[config.mk]
export PLATFORM = sky130hd
export DESIGN_NAME = be_data_aligner
export DESIGN_NICKNAME = d
export VERILOG_FILES = /design/src/rtl/bal_pkg.sv /design/src/rtl/bal_load_path.sv /design/src/rtl/bal_store_path.sv /design/src/rtl/bal_out_reg.sv /design/src/rtl/be_data_aligner.sv
export SDC_FILE = /design/constraint.sdc
export NUM_CORES = 1
export LEC_CHECK = 0
export BUFFER_PORTS_ARGS = -buffer_cell sky130_fd_sc_hd__buf_2
export CORE_AREA = 2 2 97 99
export DETAILED_ROUTE_END_ITERATION = 7
export DIE_AREA = 0 0 99 101
export PLACE_DENSITY = 0.77
export SLEW_MARGIN = 20
export SYNTH_ARGS = -nofsm -noshare
export SYNTH_HDL_FRONTEND = slang
export SYNTH_SLANG_ARGS = --single-unit
[constraint.sdc]
create_clock -name clk -period 2.9 [get_ports clk]
set_clock_uncertainty 0.2 [all_clocks]
set_input_delay 0.58 -clock clk [delete_from_list [all_inputs] [get_ports clk]]
set_output_delay 0.58 -clock clk [all_outputs]
set_load 0.005 [all_outputs]
[src/rtl/bal_pkg.sv]
package bal_pkg;
    localparam int unsigned XLEN   = 32;
    localparam int unsigned BYTE_W = 8;
    localparam int unsigned LANES  = XLEN / BYTE_W;
    localparam int unsigned OFF_W  = $clog2(LANES);

    typedef logic [XLEN-1:0]  word_t;
    typedef logic [OFF_W-1:0] offs_t;

    typedef enum logic [1:0] {
        ACC_LD_BYTE = 2'b00,
        ACC_LD_WORD = 2'b01,
        ACC_ST_BYTE = 2'b10,
        ACC_ST_WORD = 2'b11
    } acc_kind_e;

    typedef struct packed {
        acc_kind_e kind;
        offs_t     offset;
        word_t     rd_bus;
        word_t     store_src;
    } acc_req_t;

    typedef struct packed {
        word_t ld_value;
        word_t wr_word;
    } acc_rsp_t;

    function automatic logic kind_is_store(acc_kind_e k);
        return k[1];
    endfunction

    function automatic logic kind_is_word(acc_kind_e k);
        return k[0];
    endfunction
endpackage

[src/rtl/bal_load_path.sv]
module bal_load_path
    import bal_pkg::*;
#(
    parameter int unsigned DATA_W = XLEN,
    parameter int unsigned LN_W   = BYTE_W,
    localparam int unsigned NLANE = DATA_W / LN_W,
    localparam int unsigned SEL_W = $clog2(NLANE)
) (
    input  logic              word_access,
    input  logic [SEL_W-1:0]  offset,
    input  logic [DATA_W-1:0] bus_word,
    output logic [DATA_W-1:0] ld_value
);
    logic [LN_W-1:0]   lane   [NLANE];
    logic [DATA_W-1:0] rotated[NLANE];

    genvar gi;
    generate
        for (gi = 0; gi < NLANE; gi++) begin : g_lane
            // big-endian: lane index 0 is the most significant byte
            assign lane[gi] = bus_word[DATA_W-1-LN_W*gi -: LN_W];
            if (gi == 0) begin : g_rot0
                assign rotated[gi] = bus_word;
            end else begin : g_rotn
                assign rotated[gi] = {bus_word[LN_W*gi-1:0], bus_word[DATA_W-1:LN_W*gi]};
            end
        end
    endgenerate

    always_comb begin
        if (word_access) begin
            ld_value = rotated[offset];
        end else begin
            ld_value = '0;
            ld_value[LN_W-1:0] = lane[offset];
        end
    end
endmodule

[src/rtl/bal_store_path.sv]
module bal_store_path
    import bal_pkg::*;
#(
    parameter int unsigned DATA_W   = XLEN,
    parameter int unsigned LN_W     = BYTE_W,
    parameter int unsigned PC_AHEAD = 12,
    localparam int unsigned NLANE   = DATA_W / LN_W
) (
    input  logic              word_access,
    input  logic              src_is_pc,
    input  logic [DATA_W-1:0] src_value,
    input  logic [DATA_W-1:0] instr_addr,
    output logic [DATA_W-1:0] wr_word
);
    logic [DATA_W-1:0] eff_src;
    logic [DATA_W-1:0] replicated;

    assign eff_src = src_is_pc ? (instr_addr + DATA_W'(PC_AHEAD)) : src_value;

    genvar gi;
    generate
        for (gi = 0; gi < NLANE; gi++) begin : g_rep
            assign replicated[LN_W*gi +: LN_W] = eff_src[LN_W-1:0];
        end
    endgenerate

    assign wr_word = word_access ? eff_src : replicated;
endmodule

[src/rtl/bal_out_reg.sv]
module bal_out_reg
    import bal_pkg::*;
(
    input  logic     clk,
    input  logic     rst,
    input  logic     capture,
    input  acc_rsp_t next_rsp,
    output acc_rsp_t held_rsp,
    output logic     held_valid
);
    always_ff @(posedge clk) begin
        if (rst) begin
            held_rsp   <= '0;
            held_valid <= 1'b0;
        end else begin
            held_valid <= capture;
            if (capture) begin
                held_rsp <= next_rsp;
            end
        end
    end
endmodule

[src/rtl/be_data_aligner.sv]
module be_data_aligner
    import bal_pkg::*;
#(
    parameter int unsigned PC_AHEAD = 12
) (
    input  logic             clk,
    input  logic             rst,
    input  logic             req_valid,
    input  logic [1:0]       req_kind,
    input  logic [OFF_W-1:0] req_offset,
    input  logic [XLEN-1:0]  rd_bus,
    input  logic [XLEN-1:0]  st_src,
    input  logic             st_src_is_pc,
    input  logic [XLEN-1:0]  instr_addr,
    output logic [XLEN-1:0]  ld_result,
    output logic [XLEN-1:0]  wr_bus,
    output logic             out_valid
);
    acc_req_t req;
    acc_rsp_t next_rsp;
    acc_rsp_t held_rsp;
    word_t    load_val;
    word_t    store_val;

    assign req.kind      = acc_kind_e'(req_kind);
    assign req.offset    = req_offset;
    assign req.rd_bus    = rd_bus;
    assign req.store_src = st_src;

    bal_load_path #(.DATA_W(XLEN), .LN_W(BYTE_W)) u_load (
        .word_access (kind_is_word(req.kind)),
        .offset      (req.offset),
        .bus_word    (req.rd_bus),
        .ld_value    (load_val)
    );

    bal_store_path #(.DATA_W(XLEN), .LN_W(BYTE_W), .PC_AHEAD(PC_AHEAD)) u_store (
        .word_access (kind_is_word(req.kind)),
        .src_is_pc   (st_src_is_pc),
        .src_value   (req.store_src),
        .instr_addr  (instr_addr),
        .wr_word     (store_val)
    );

    always_comb begin
        if (kind_is_store(req.kind)) begin
            next_rsp.ld_value = '0;
            next_rsp.wr_word  = store_val;
        end else begin
            next_rsp.ld_value = load_val;
            next_rsp.wr_word  = '0;
        end
    end

    bal_out_reg u_oreg (
        .clk        (clk),
        .rst        (rst),
        .capture    (req_valid),
        .next_rsp   (next_rsp),
        .held_rsp   (held_rsp),
        .held_valid (out_valid)
    );

    assign ld_result = held_rsp.ld_value;
    assign wr_bus    = held_rsp.wr_word;
endmodule


==> impl_results.html <==
<table>
<tr><th>Metric</th><th>Value</th></tr>
<tr><th colspan="2">Status</th></tr>
<tr><td>Outcome</td><td>finished clean</td></tr>
<tr><th colspan="2">Clock tree</th></tr>
<tr><td>Clk buf depth</td><td>2</td></tr>
<tr><td>TritonCTS clock tree</td><td>built</td></tr>
<tr><td>Post-CTS setup repair buffer count</td><td>0</td></tr>
<tr><td>Clock Tree Root</td><td>sky130_fd_sc_hd__clkbuf_8</td></tr>
<tr><td>Number of buffers inserted by hold repair at cts</td><td>0</td></tr>
<tr><td>Total of cells resized after clock tree synthesis</td><td>0</td></tr>
<tr><td>Clock latency on the worst-skew pair</td><td>0.33 ns</td></tr>
<tr><td>Clock sink total</td><td>65</td></tr>
<tr><td>Number of H-tree levels</td><td>3</td></tr>
<tr><td>Clock transition at the registers of the reported paths</td><td>about 0.08 ns</td></tr>
<tr><td>Clock buffers created by TritonCTS</td><td>9</td></tr>
<tr><th colspan="2">Place</th></tr>
<tr><td>Global placement routability congestion</td><td>0.933</td></tr>
<tr><td>Area after DPL</td><td>between 5000 and 6000 sq um</td></tr>
<tr><td>Dpl hpwl</td><td>11200 microns</td></tr>
<tr><td>Input/output buffers</td><td>168</td></tr>
<tr><th colspan="2">Final layout</th></tr>
<tr><td>Area occupied by registers</td><td>1300 sq um</td></tr>
<tr><td>Total of fill cells in the finished design</td><td>between 800 and 900</td></tr>
<tr><td>Most used cells in the layout excluding fill and tap cells</td><td>sky130_fd_sc_hd__buf_2, sky130_fd_sc_hd__dfxtp_1, sky130_fd_sc_hd__nor2_1, sky130_fd_sc_hd__nand2_1, sky130_fd_sc_hd__mux2_2</td></tr>
<tr><td>Area used by multi-input combinational logic</td><td>2680 sq um</td></tr>
<tr><td>Fraction of final layout cells with drive strength greater than 1</td><td>36.6%</td></tr>
<tr><td>Ant. Diodes</td><td>0</td></tr>
<tr><td>Area added between synthesis and finish</td><td>25.5%</td></tr>
<tr><td>Leading cell type in the layout, fill and taps excluded</td><td>sky130_fd_sc_hd__buf_2</td></tr>
<tr><td>Final core occ</td><td>~60%</td></tr>
<tr><td>Post-layout nets</td><td>780</td></tr>
<tr><td>Final design area excluding fillers</td><td>5360 sq um</td></tr>
<tr><th colspan="2">Setup path</th></tr>
<tr><td>Nature of the critical path startpoint</td><td>primary input</td></tr>
<tr><td>Crit Path Category</td><td>in2reg</td></tr>
<tr><td>Setup crit end</td><td>u_oreg.held_rsp[22]$_SDFFE_PP0P_</td></tr>
<tr><td>Largest stage delay, worst path</td><td>0.58 ns</td></tr>
<tr><td>WP buf/inv</td><td>2</td></tr>
<tr><td>Cell depth of the worst flop-to-flop path</td><td>3</td></tr>
<tr><td>Cells along the critical path</td><td>buf_2 &gt; inv_1 &gt; ha_1 &gt; nand3b_4 &gt; or4_4 &gt; or4_1 &gt; nand3_1 &gt; a221o_1</td></tr>
<tr><td>Worst r2r src</td><td>u_oreg.held_rsp[16]$_SDFFE_PP0P_</td></tr>
<tr><td>Critical path data required time</td><td>2.99 ns</td></tr>
<tr><td>Crit-path leading delay family</td><td>simple AND/OR/NAND/NOR gates</td></tr>
<tr><td>WP depth</td><td>8</td></tr>
<tr><td>Worst-path fanout max</td><td>11</td></tr>
<tr><td>Critical path origin</td><td>instr_addr[2]</td></tr>
<tr><td>Slowest stage cell, crit path</td><td>sky130_fd_sc_hd__or4_4</td></tr>
<tr><td>Crit Reg-Reg Endpoint</td><td>u_oreg.held_rsp[16]$_SDFFE_PP0P_</td></tr>
<tr><td>WP data arrival</td><td>2.50 ns</td></tr>
<tr><td>Endpoint type of the worst setup path</td><td>flip-flop</td></tr>
<tr><td>R2r setup slk</td><td>approximately 1.9 ns</td></tr>
<tr><th colspan="2">Yosys</th></tr>
<tr><td>Number of enable flip-flop cells after synthesis</td><td>0</td></tr>
<tr><td>Proportion of synthesized chip area in sequential cells</td><td>30.5%</td></tr>
<tr><td>Synthesized Nets</td><td>622</td></tr>
<tr><td>Post-synthesis compound-gate area fraction</td><td>22.4%</td></tr>
<tr><td>Async set or reset register ratio after synthesis</td><td>0%</td></tr>
<tr><td>Total of warnings raised by yosys</td><td>0</td></tr>
<tr><td>Instance count of the mapped netlist</td><td>between 500 and 600</td></tr>
<tr><td>Number of distinct library cells after synthesis</td><td>63</td></tr>
<tr><td>Average instance area after synthesis</td><td>8.26 sq um</td></tr>
<tr><td>Dominant combinational cell family by area after synthesis</td><td>compound AO/OA/AOI/OAI gates</td></tr>
<tr><td>Most frequently used flop master after synthesis</td><td>sky130_fd_sc_hd__dfxtp_1</td></tr>
<tr><td>Area share of xor/xnor cells in the synthesized design</td><td>4.51%</td></tr>
<tr><td>Flops &amp; latches, synth</td><td>65</td></tr>
<tr><td>Mux share of post-synthesis cell area</td><td>16.3%</td></tr>
<tr><td>Adder and majority gate portion of the synthesized area</td><td>0.293%</td></tr>
<tr><td>Post-synth design cell area</td><td>4270 sq um</td></tr>
<tr><td>Basic-gate share of the synthesized area counting and, or, nand and nor cells</td><td>about a fifth</td></tr>
<tr><th colspan="2">Hold path</th></tr>
<tr><td>Hold/Removal Path Class</td><td>reg2reg</td></tr>
<tr><th colspan="2">Drt</th></tr>
<tr><td>Total DRC errors in the routed layout</td><td>0</td></tr>
<tr><td>WL/cell</td><td>18.0 microns</td></tr>
<tr><td>Met3 WL post-DR</td><td>1130 microns</td></tr>
<tr><td>Number of nets with antenna violations after routing</td><td>0</td></tr>
<tr><td>Total iterations of the first detailed-routing run</td><td>4</td></tr>
<tr><td>Total Wirelength</td><td>14300 microns</td></tr>
<tr><td>Top routing layer used</td><td>met4</td></tr>
<tr><td>Via count</td><td>between 4000 and 5000</td></tr>
<tr><td>M1 wire length</td><td>between 6000 and 7000 microns</td></tr>
<tr><td>Met2 wire length</td><td>just under 7000 microns</td></tr>
<tr><td>Count of routing violations after the opening detailed-route iteration</td><td>271</td></tr>
<tr><td>Via density</td><td>a little under 6</td></tr>
<tr><th colspan="2">Floorplan</th></tr>
<tr><td>Area inside the core boundary</td><td>between 8000 and 9000 sq um</td></tr>
<tr><td>Number of rows in the core area</td><td>35</td></tr>
<tr><td>Starting density of the core</td><td>between 40% and 50%</td></tr>
<tr><td>Die height</td><td>101 microns</td></tr>
<tr><td>Full die area</td><td>~10000 sq um</td></tr>
<tr><td>Horizontal die dimension</td><td>99 microns</td></tr>
<tr><td>Top-Level Pins</td><td>169</td></tr>
<tr><th colspan="2">GRT</th></tr>
<tr><td>Total global routing overflow</td><td>0</td></tr>
<tr><td>Number of antenna violations at the first check in global routing</td><td>0</td></tr>
<tr><td>Total track usage</td><td>~28%</td></tr>
<tr><td>Global-route wire length before repair</td><td>around 22000 microns</td></tr>
<tr><td>Via count of the first global-routing pass</td><td>4366</td></tr>
<tr><td>Pin count of the biggest net entering global routing</td><td>45</td></tr>
<tr><th colspan="2">Pwr</th></tr>
<tr><td>Reported leakage power</td><td>0.00236 uW</td></tr>
<tr><td>Pwr/cell area</td><td>~400 nW/um^2</td></tr>
<tr><td>Total power of the final layout</td><td>2150 uW</td></tr>
<tr><td>Worst IR drop on VDD</td><td>slightly below 200 uV</td></tr>
<tr><th colspan="2">STA</th></tr>
<tr><td>Final setup violation count</td><td>0</td></tr>
<tr><td>Worst hold slack</td><td>~0.26 ns</td></tr>
<tr><td>Number of hold-slack violations in the final timing report</td><td>0</td></tr>
<tr><td>Fin. max-slew vios</td><td>0</td></tr>
<tr><td>Post-route fraction of the period consumed by the critical path</td><td>83.1%</td></tr>
<tr><td>Summed negative setup slack over all endpoints</td><td>0 ns</td></tr>
<tr><td>Relative max-transition margin</td><td>53.9%</td></tr>
<tr><td>Least-Margin Pin Slew</td><td>0.691 ns</td></tr>
<tr><td>Post-route minimum period</td><td>2.41 ns</td></tr>
<tr><td>Max frequency</td><td>415 MHz</td></tr>
<tr><td>Setup repair after global routing missed its margin</td><td>false</td></tr>
<tr><th colspan="2">Run</th></tr>
<tr><td>Maxcap violations</td><td>0</td></tr>
</table>
cell type report:
type,count,share of cell area [%]
multi-input combinational,387,50.0
timing repair buffer,183,18.0
inverter,29,2.03
sequential,65,24.3
tap,111,2.59
clock buffer,10,2.38
clock inverter,6,0.654
state kept, by name, indices dropped and copies added, names as in the netlist:
signal	flops
u_oreg.held_rsp	64
u_oreg.held_valid	1
synthesized netlist by cell type (all sizes together), types with 3 or more instances:
library cell | n | share of area, %
a211o | 3 | 0.62
a211oi | 3 | 0.53
a21boi | 3 | 0.53
a21oi | 26 | 3.0
a22oi | 25 | 4.4
a2bb2oi | 3 | 0.62
and3 | 3 | 0.44
and4 | 3 | 0.65
buf | 12 | 1.4
clkbuf | 23 | 2.6
dfxtp | 65 | 30
inv | 29 | 2.6
mux2 | 35 | 9.2
mux2i | 12 | 2.8
mux4 | 8 | 4.2
nand2 | 52 | 4.6
nand2b | 3 | 0.44
nand3 | 7 | 0.94
nand3b | 4 | 1.0
nand4 | 7 | 1.0
nor2 | 63 | 5.5
nor3 | 10 | 1.2
nor4 | 10 | 1.6
o211ai | 11 | 1.9
o21a | 5 | 0.88
o21ai | 21 | 2.5
o221ai | 3 | 0.62
o22ai | 6 | 0.88
o31ai | 3 | 0.53
o32a | 8 | 1.9
o32ai | 5 | 1.2
or3 | 3 | 0.44
xnor2 | 18 | 3.7
xor2 | 4 | 0.82
metrics by stage:
step	instances	setup WS [ns]
detailed placement	775	0.141
finish	791	0.490
CTS	791	0.511
floorplan	517	0.341
global placement	775	0.191
global route	791	0.418
tightest hold or removal path, stage by stage, from the launching register on:
cell                      delay [ns]
sky130_fd_sc_hd__dfxtp_1        0.33
sky130_fd_sc_hd__nand2_1        0.05
sky130_fd_sc_hd__o41ai_1        0.05
report_power, final:
| group | total, uW | switching [uW] | internal, uW | leakage, uW |
|---|---|---|---|---|
| sequential | 958 | 23.7 | 934 | 0.000530 |
| clock | 659 | 355 | 304 | 0.0000818 |
| combinational | 537 | 294 | 242 | 0.00175 |
worst min path at each step:
stage / start / end / depth (start not counted)
after detailed placement: u_oreg.held_rsp[11]$_SDFFE_PP0P_ / u_oreg.held_rsp[11]$_SDFFE_PP0P_ / 2
after global routing: u_oreg.held_rsp[41]$_SDFFE_PP0P_ / u_oreg.held_rsp[41]$_SDFFE_PP0P_ / 2
after global placement: u_oreg.held_rsp[13]$_SDFFE_PP0P_ / u_oreg.held_rsp[13]$_SDFFE_PP0P_ / 2
after floorplan: u_oreg.held_rsp[11]$_SDFFE_PP0P_ / u_oreg.held_rsp[11]$_SDFFE_PP0P_ / 2
final: u_oreg.held_rsp[11]$_SDFFE_PP0P_ / u_oreg.held_rsp[11]$_SDFFE_PP0P_ / 2
after CTS: u_oreg.held_rsp[13]$_SDFFE_PP0P_ / u_oreg.held_rsp[13]$_SDFFE_PP0P_ / 2
metal layers:
metal | GRT usage [%] | up-vias
met4 | 8.64 | 0
met1 | 36.4 | 2186
met3 | 5.69 | 18
met5 | 0 | -
met2 | 47.0 | 238
li1 | - | 2207
kinds of logic after synthesis:
family | Yosys count
AND/OR/NAND/NOR | 173
AO/OA/AOI/OAI | 136
buffers and inverters | 65
flip-flops | 65
multiplexers | 55
XOR/XNOR | 22
adder cells (fa/ha/maj) | 1
(Power assumes the default switching activity.)
